==> src/rtl/rtcc_pkg.sv <==
package rtcc_pkg;
    localparam int ADDR_W = 3;
    localparam int DATA_W = 8;
    localparam int NUM_TIME = 7;

    localparam logic [ADDR_W-1:0] ADR_SEC  = 3'd0;
    localparam logic [ADDR_W-1:0] ADR_MIN  = 3'd1;
    localparam logic [ADDR_W-1:0] ADR_HOUR = 3'd2;
    localparam logic [ADDR_W-1:0] ADR_WDAY = 3'd3;
    localparam logic [ADDR_W-1:0] ADR_DATE = 3'd4;
    localparam logic [ADDR_W-1:0] ADR_MON  = 3'd5;
    localparam logic [ADDR_W-1:0] ADR_YEAR = 3'd6;
    localparam logic [ADDR_W-1:0] ADR_CTRL = 3'd7;

    // Packed BCD increment on two digits.
    function automatic logic [7:0] bcd_inc(input logic [7:0] v);
        logic [3:0] tens;
        tens = v[7:4] + 4'd1;
        if (v[3:0] >= 4'd9) return {tens, 4'd0};
        else                return {v[7:4], v[3:0] + 4'd1};
    endfunction

    // Meaningful bits of each counting field (seconds halt flag kept apart).
    function automatic logic [7:0] field_mask(input logic [ADDR_W-1:0] a);
        unique case (a)
            ADR_SEC:  return 8'h7F;
            ADR_MIN:  return 8'h7F;
            ADR_HOUR: return 8'h3F;
            ADR_WDAY: return 8'h07;
            ADR_DATE: return 8'h3F;
            ADR_MON:  return 8'h1F;
            default:  return 8'hFF;
        endcase
    endfunction

    // Reset value and wrap floor share one table: fields counted from one start at 01.
    function automatic logic [7:0] field_base(input logic [ADDR_W-1:0] a);
        unique case (a)
            ADR_WDAY, ADR_DATE, ADR_MON: return 8'h01;
            default:                     return 8'h00;
        endcase
    endfunction
endpackage

==> src/rtl/rtcc_month_len.sv <==
module rtcc_month_len
    import rtcc_pkg::*;
(
    input  logic [7:0] mon_bcd,
    input  logic [4:0] yr_low,
    output logic [7:0] last_day
);
    logic leap;

    // tens digit parity is bit 4; a BCD year is a multiple of 4 when
    // (tens even, units 0/4/8) or (tens odd, units 2/6)
    always_comb begin
        if (yr_low[4]) leap = (yr_low[3:0] == 4'd2) || (yr_low[3:0] == 4'd6);
        else           leap = (yr_low[3:0] == 4'd0) || (yr_low[3:0] == 4'd4) ||
                              (yr_low[3:0] == 4'd8);
    end

    always_comb begin
        unique case (mon_bcd)
            8'h02:                      last_day = leap ? 8'h29 : 8'h28;
            8'h04, 8'h06, 8'h09, 8'h11: last_day = 8'h30;
            default:                    last_day = 8'h31;
        endcase
    end
endmodule

==> src/rtl/rtcc_field.sv <==
module rtcc_field
    import rtcc_pkg::*;
#(
    parameter logic [7:0] BASE = 8'h00
) (
    input  logic       clk,
    input  logic       rst_n,
    input  logic       load,
    input  logic [7:0] load_val,
    input  logic       step,
    input  logic [7:0] top_val,
    output logic [7:0] q
);
    always_ff @(posedge clk or negedge rst_n) begin
        if (!rst_n)      q <= BASE;
        else if (load)   q <= load_val;
        else if (step)   q <= (q >= top_val) ? BASE : bcd_inc(q);
    end
endmodule

==> src/rtl/rtcc_regfile.sv <==
module rtcc_regfile
    import rtcc_pkg::*;
(
    input  logic              clk,
    input  logic              rst_n,
    input  logic              tick_1hz,
    input  logic              bus_wr,
    input  logic [ADDR_W-1:0] bus_addr,
    input  logic [DATA_W-1:0] bus_wdata,
    output logic [DATA_W-1:0] bus_rdata,
    output logic              ctl_level,
    output logic              ctl_freq_test,
    output logic              ctl_cal_pos,
    output logic [4:0]        ctl_cal_mag
);
    logic [7:0] fld_q   [NUM_TIME];
    logic [7:0] fld_top [NUM_TIME];
    logic       fld_step[NUM_TIME];
    logic [7:0] date_last;
    logic       stop_q;
    logic [7:0] ctrl_q;
    logic       time_wr;
    logic       adv;
    logic       c_sec, c_min, c_hour, c_date, c_mon;
    logic [8*NUM_TIME-1:0] time_vec;

    rtcc_month_len u_mlen (
        .mon_bcd  (fld_q[ADR_MON]),
        .yr_low   (fld_q[ADR_YEAR][4:0]),
        .last_day (date_last)
    );

    // A host write to a time byte discards a coincident tick.
    assign time_wr = bus_wr && (bus_addr != ADR_CTRL);
    assign adv     = tick_1hz && !stop_q && !time_wr;

    always_comb begin
        fld_top[ADR_SEC]  = 8'h59;
        fld_top[ADR_MIN]  = 8'h59;
        fld_top[ADR_HOUR] = 8'h23;
        fld_top[ADR_WDAY] = 8'h07;
        fld_top[ADR_DATE] = date_last;
        fld_top[ADR_MON]  = 8'h12;
        fld_top[ADR_YEAR] = 8'h99;
    end

    // Carry chain
    always_comb begin
        c_sec  = adv    && (fld_q[ADR_SEC]  >= fld_top[ADR_SEC]);
        c_min  = c_sec  && (fld_q[ADR_MIN]  >= fld_top[ADR_MIN]);
        c_hour = c_min  && (fld_q[ADR_HOUR] >= fld_top[ADR_HOUR]);
        c_date = c_hour && (fld_q[ADR_DATE] >= fld_top[ADR_DATE]);
        c_mon  = c_date && (fld_q[ADR_MON]  >= fld_top[ADR_MON]);
        fld_step[ADR_SEC]  = adv;
        fld_step[ADR_MIN]  = c_sec;
        fld_step[ADR_HOUR] = c_min;
        fld_step[ADR_WDAY] = c_hour;
        fld_step[ADR_DATE] = c_hour;
        fld_step[ADR_MON]  = c_date;
        fld_step[ADR_YEAR] = c_mon;
    end

    for (genvar i = 0; i < NUM_TIME; i++) begin : g_fld
        localparam logic [ADDR_W-1:0] FA = ADDR_W'(i);
        rtcc_field #(.BASE(field_base(FA))) u_fld (
            .clk      (clk),
            .rst_n    (rst_n),
            .load     (bus_wr && (bus_addr == FA)),
            .load_val (bus_wdata & field_mask(FA)),
            .step     (fld_step[i]),
            .top_val  (fld_top[i]),
            .q        (fld_q[i])
        );
        assign time_vec[8*i +: 8] = fld_q[i];
    end

    always_ff @(posedge clk or negedge rst_n) begin
        if (!rst_n) begin
            stop_q <= 1'b0;
            ctrl_q <= 8'h00;
        end else if (bus_wr) begin
            if (bus_addr == ADR_SEC)  stop_q <= bus_wdata[7];
            if (bus_addr == ADR_CTRL) ctrl_q <= bus_wdata;
        end
    end

    always_comb begin
        unique case (bus_addr)
            ADR_SEC:  bus_rdata = {stop_q, fld_q[ADR_SEC][6:0]};
            ADR_CTRL: bus_rdata = ctrl_q;
            default:  bus_rdata = fld_q[bus_addr];
        endcase
    end

    assign ctl_level     = ctrl_q[7];
    assign ctl_freq_test = ctrl_q[6];
    assign ctl_cal_pos   = ctrl_q[5];
    assign ctl_cal_mag   = ctrl_q[4:0];
endmodule

==> config.mk <==
export PLATFORM = sky130hd
export DESIGN_NAME = rtcc_regfile
export DESIGN_NICKNAME = d
export VERILOG_FILES = /design/src/rtl/rtcc_pkg.sv /design/src/rtl/rtcc_month_len.sv /design/src/rtl/rtcc_field.sv /design/src/rtl/rtcc_regfile.sv
export SDC_FILE = /design/constraint.sdc
export NUM_CORES = 1
export LEC_CHECK = 0
export CAP_MARGIN = 20
export CORE_MARGIN = 5
export CORE_UTILIZATION = 56
export DETAILED_ROUTE_END_ITERATION = 8
export GPL_TIMING_DRIVEN = 0
export PLACE_DENSITY = 0.76
export RECOVER_POWER = 25
export SLEW_MARGIN = 5
export SYNTH_ARGS = -nofsm -noshare
export SYNTH_HDL_FRONTEND = slang
export SYNTH_SLANG_ARGS = --single-unit
==> constraint.sdc <==
create_clock -name clk -period 3.6 [get_ports clk]
set_input_delay 0.72 -clock clk [delete_from_list [all_inputs] [get_ports clk]]
set_output_delay 0.72 -clock clk [all_outputs]
set_load 0.02 [all_outputs]
==> out/results.env, run 1 <==
STATUS='finished, violations left'
FAILING_CHECKS='capacitance limit, slew limit'
SYNTH_EDF_COUNT=0
FMAXACHIEVABLE_MHz=294.0
YS_SEQ_ELEMENTS=65
NNETSFINAL=621
DIE_AREA_UM2=10480
YOSYS.AREA_SHARE.XOR_XNOR=0
SYNTHARSTFLOPSHARE=1.000
DRT_ITER0_DRC=260
WORST-PATH-STAGES=9
SYNTH_MOST_COMMON_CELL='sky130_fd_sc_hd__dfrtp_1'
REMAINING_DRC_ERRORS=0
AVGSYNTHCELLAREA_UM2=9.097
DP_HPWL_UM=9685
DETAILEDROUTE.FIRSTPASSITERATIONCOUNT=5
CRITICAL_PATH.MAX_FANOUT=10
CLOCKBUFFERDEPTH=2
LEADING_POST_SYNTHESIS_CELLS_BY_CELL_AREA='sky130_fd_sc_hd__dfrtp_1 (32%), sky130_fd_sc_hd__ha_1 (11%), sky130_fd_sc_hd__o21ai_0 (4.2%), sky130_fd_sc_hd__mux2_2 (3.3%), sky130_fd_sc_hd__a21oi_1 (3.2%)'
CTS_INSERTED_BUFFERS=9
FLOW.AREA_GROWTH_FROM_SYNTHESIS_PCT=14.57
RR_STARTPOINT='g_fld[5].u_fld.q[0]'
MIN_PERIOD_NS=3.401
TIMING.CRITICAL_PATH.BUF_INV=5
DRT.ANTENNA.VIOLATING_NETS=0
FLOORPLAN.INITIALDENSITY=0.5783
POST_DR_VIAS_CELL=6.554
POWER_PER_CELL_AREA_nW_PER_UM2=592.5
SYNTH_AREA_LEADER_CELL='sky130_fd_sc_hd__dfrtp_1'
TRACK_USAGE=0.2665
GLOBAL_ROUTE.USAGE.MET1=0.3509
WORST_SLEW_MARGIN_REL=-0.08748
POST-SYNTH-TOP-AREA-FRACTION=0.3249
WORST_HOLD_PATH.NUM_CELLS=1
SEQ_AREA_FRAC_SYNTH=0.3414
GRTUSAGEMET2=0.4193
GRT_PASS1_VIAS=4215
SYN-NUM-NETS=583
PEAKVDDDROP_mV=0.3971
NUM_ANTENNA_CELLS=0
NUM_ROWS=33
SYNTHESIZED_AREA_FRACTION_OCCUPIED_BY_AO_OA_AOI_AND_OAI_CELLS=0.2473
TRITONCTS='built'
SYNTH-SIMPLE-AREA-SHARE=0.1999
TIMING.CRITICAL_PATH.CELLS='dlygate4sd2_1 -> clkbuf_8 -> buf_4 -> clkbuf_4 -> a221oi_1 -> a31oi_1 -> nor2_1 -> o21ai_0 -> dlygate4sd1_1'
FINALSETUPVIOLCOUNT=0
YOSYS_MOST_USED_DFF='sky130_fd_sc_hd__dfrtp_1'
CTS.SINKS=65
TIMING.RR.END='g_fld[6].u_fld.q[4]'
SUM_OF_NEGATIVE_SETUP_SLACK_NS=0
IO_PINS=31
TIMING_WORST_SLEW_PIN_VALUE_NS=1.631
DRT-TOTAL-WL_UM=13360
FLOORPLAN.DIE.WIDTH_UM=102.4
MAPPEDNETLISTAREA_UM2=4776
SYNTH.CELLS.MOST_FREQUENT='sky130_fd_sc_hd__dfrtp_1 (62), sky130_fd_sc_hd__ha_1 (43), sky130_fd_sc_hd__o21ai_0 (40)'
PRE_CTS_SETUP_SLACK_NS=-1.045
ROUTE.DETAILED.WL_PER_INST_UM=19.85
INITIAL_ANTENNA_VIOLATION_COUNT=0
CLOCK_LATENCY_LATE_SINK_NS=0.36
WORSTPATHREQUIRED_NS=2.88
SYN-INSTANCE-COUNT=525
POST_SYNTH_FA_HA_MAJ_AREA_FRACTION=0.1127
CRIT_PATH_END_KIND='primary output'
CORE_REGION_AREA_UM2=8258
WORST_PATH_MAX_DELAY_CELL='sky130_fd_sc_hd__dlygate4sd1_1'
MAXIMUM_LEVEL_OF_THE_CTS_H_TREE=3
FINAL_MAX_SLEW_VIOL_COUNT=66
GP_ROUTABILITY_CONGESTION=0.9389
STARTPOINT_TYPE_OF_THE_WORST_SETUP_PATH='input port'
FINALCLOCKSKEW_NS=0.009770
PERIOD_SHARE=0.9447
SETUP.WORST_PATH.CLASS='input port to primary output'
CP_SLOWEST_STAGE_DELAY_NS=0.36
REG2REG_DEPTH=13
VIA_COUNT=4411
POWER_LEAKAGE_nW=2.368
MOST_CONGESTED_LAYER_REPORTED_BY_GLOBAL_ROUTING='met2'
WORST_HOLD_STARTPOINT='g_fld[0].u_fld.q[7]'
TIMING.CRITICAL_PATH.MAX_DELAY_FAMILY='buffers and inverters'
PORT-BUFFER-COUNT=26
GRT_START_MAX_NET_PINS=66
GRT_OVERFLOW_TOTAL=0
MAX_CAP_VIOL_COUNT=1
FINISH.UTILIZATION=0.6626
MUXSHAREOFSYNTHAREA=0.04873
WORST_HOLD_PATH.ENDPOINT='g_fld[0].u_fld.q[7]'
COMBINATIONAL_FAMILY_WITH_THE_MOST_AREA_AFTER_SYNTHESIS='compound AO/OA/AOI/OAI gates'
R2R_SLACK_NS=0.23
YS.WARNINGS.COUNT=0
DRIVE_ABOVE_1_SHARE=0.1215
SETUP_SLACK_NS=0.1992
GLOBAL_ROUTE_TRACK_USAGE_ON_MET3=0.05597
FINALHOLDVIOLCOUNT=0
LAYOUT.FILLER_CELLS=670
CTS.ROOT.BUFFER_CELL='sky130_fd_sc_hd__clkbuf_8'
GRT_FIRST_PASS_WIRELENGTH_UM=21360
WORST-ENDPOINT-ARRIVAL_NS=2.68
SYNTH_CELL_TYPE_COUNT=70
DIE-HEIGHT_UM=102.4
CLK_TRANSITION_REPORTED_PATHS_NS=0.07
HOLD_CLASS='flop to flop'
## area by class of cell
| cell class | instances | area [um^2] | area share |
|---|---|---|---|
| buffer | 23 | 122.6 | 0.02241 |
| inverter | 36 | 135.1 | 0.02470 |
| clock buffer | 11 | 141.4 | 0.02584 |
| sequential | 65 | 1630 | 0.2980 |
| clock inverter | 5 | 80.08 | 0.01464 |
| timing repair buffer | 27 | 255.2 | 0.04665 |
| multi-input combinational | 401 | 2975 | 0.5438 |
| tap | 105 | 131.4 | 0.02401 |
## through the flow
| stage | hold WS, ns | total power, mW | cell area, um^2 | std cells |
|---|---|---|---|---|
| 5_1_grt | 0.5667 | 3.488 | 5472 | 673 |
| 2_1_floorplan | 0.4244 | 2.082 | 4776 | 525 |
| 4_1_cts | 0.4924 | 3.222 | 5409 | 672 |
| 6_report | 0.5328 | 3.242 | 5472 | 673 |
| 3_5_place_dp | 0.5133 | 2.514 | 5165 | 656 |
| 3_3_place_gp | 0.5040 | 2.456 | 5167 | 656 |
## routing by layer
layer | share of wire | vias up | routed length [um]
met1 | 0.44 | 2176 | 5852
li1 | - | 2051 | -
met4 | 0.035 | 0 | 469
met5 | 0 | - | 0
met3 | 0.057 | 32 | 762
met2 | 0.47 | 152 | 6275
## sequential cells by signal (all words and copies together) (netlist names)
signal	count
ctrl_q	8
g_fld.u_fld.q	56
stop_q	1
## logic make-up after synthesis
| family | count (synthesis) |
|---|---|
| compound gates | 170 |
| fa+ha+maj | 43 |
| buf+inv | 59 |
| flops | 65 |
| mux | 20 |
| simple gates | 168 |
## timing repair
action / in CTS / in global routing
gates cloned: 0 / 0
hold buffers: 0 / 0
setup endpoints to repair: 8 / 15
gates resized for setup: 25 / 11
pin swaps: 0 / 1
setup buffers: 0 / 1
## how the worst max path moves through the flow
stage / slack [ns] / start / end
after floorplan: 0.36 / g_fld[5].u_fld.q[0] / g_fld[4].u_fld.q[6]
after global placement: -0.97 / bus_addr[1] / bus_rdata[3]
after detailed placement: -1.04 / bus_addr[1] / bus_rdata[7]
after CTS: 0.02 / g_fld[5].u_fld.q[0] / g_fld[6].u_fld.q[4]
after global routing: -0.005 / g_fld[5].u_fld.q[0] / g_fld[6].u_fld.q[0]
final: 0.20 / bus_addr[1] / bus_rdata[7]
## report_power, final
group          internal, mW  leakage [nW]  switching, mW  total [mW]
clock network         0.408         0.106          0.298       0.706
logic                 0.548          1.45          0.732        1.28
registers             0.940         0.810          0.316        1.26
## layout by cell type, fill, tap and decap left out, types with 4 or more instances in the layout
master and n:
sky130_fd_sc_hd__nor4b_1 4, sky130_fd_sc_hd__ha_1 43, sky130_fd_sc_hd__a211oi_1 5, sky130_fd_sc_hd__nand4b_1 4, sky130_fd_sc_hd__a22oi_1 12, sky130_fd_sc_hd__dfrtp_1 62
sky130_fd_sc_hd__nand3_1 11, sky130_fd_sc_hd__nand3b_1 4, sky130_fd_sc_hd__nand2_1 38, sky130_fd_sc_hd__a221o_1 14, sky130_fd_sc_hd__buf_4 4, sky130_fd_sc_hd__dlygate4sd2_1 6
sky130_fd_sc_hd__and2_1 4, sky130_fd_sc_hd__o211ai_1 5, sky130_fd_sc_hd__clkbuf_1 14, sky130_fd_sc_hd__a21oi_1 30, sky130_fd_sc_hd__inv_1 36, sky130_fd_sc_hd__a41oi_1 4
sky130_fd_sc_hd__nand2b_1 6, sky130_fd_sc_hd__a31oi_1 6, sky130_fd_sc_hd__mux2_2 14, sky130_fd_sc_hd__o21ai_0 39, sky130_fd_sc_hd__nor3_1 8, sky130_fd_sc_hd__o31a_1 4
sky130_fd_sc_hd__clkbuf_8 11, sky130_fd_sc_hd__nand4_1 8, sky130_fd_sc_hd__and3_1 6, sky130_fd_sc_hd__nor2_1 37, sky130_fd_sc_hd__a221oi_1 12, sky130_fd_sc_hd__nor2b_1 8
sky130_fd_sc_hd__clkdlybuf4s50_1 16, sky130_fd_sc_hd__o31ai_1 4, sky130_fd_sc_hd__nor3b_1 6
## worst register-to-register path: cells and delay by family, from the launching register on
family          cells  cell delay [ns]
compound gates      6             1.20
mux                 1             0.17
simple gates        3             0.71
buf+inv             1             0.12
flops               1             0.60
fa+ha+maj           2             0.45
(Power assumes the default switching activity.)
==> run 2: changes to the inputs <==
--- a/config.mk
+++ b/config.mk
@@ -5,7 +5,7 @@
 export SDC_FILE = /design/constraint.sdc
 export NUM_CORES = 1
 export LEC_CHECK = 0
-export CAP_MARGIN = 20
+export CAP_MARGIN = 10
 export CORE_MARGIN = 5
 export CORE_UTILIZATION = 56
 export DETAILED_ROUTE_END_ITERATION = 8
==> results of run 2 <==
No change in the layout: final DEF, timing and power equal those of run 1.
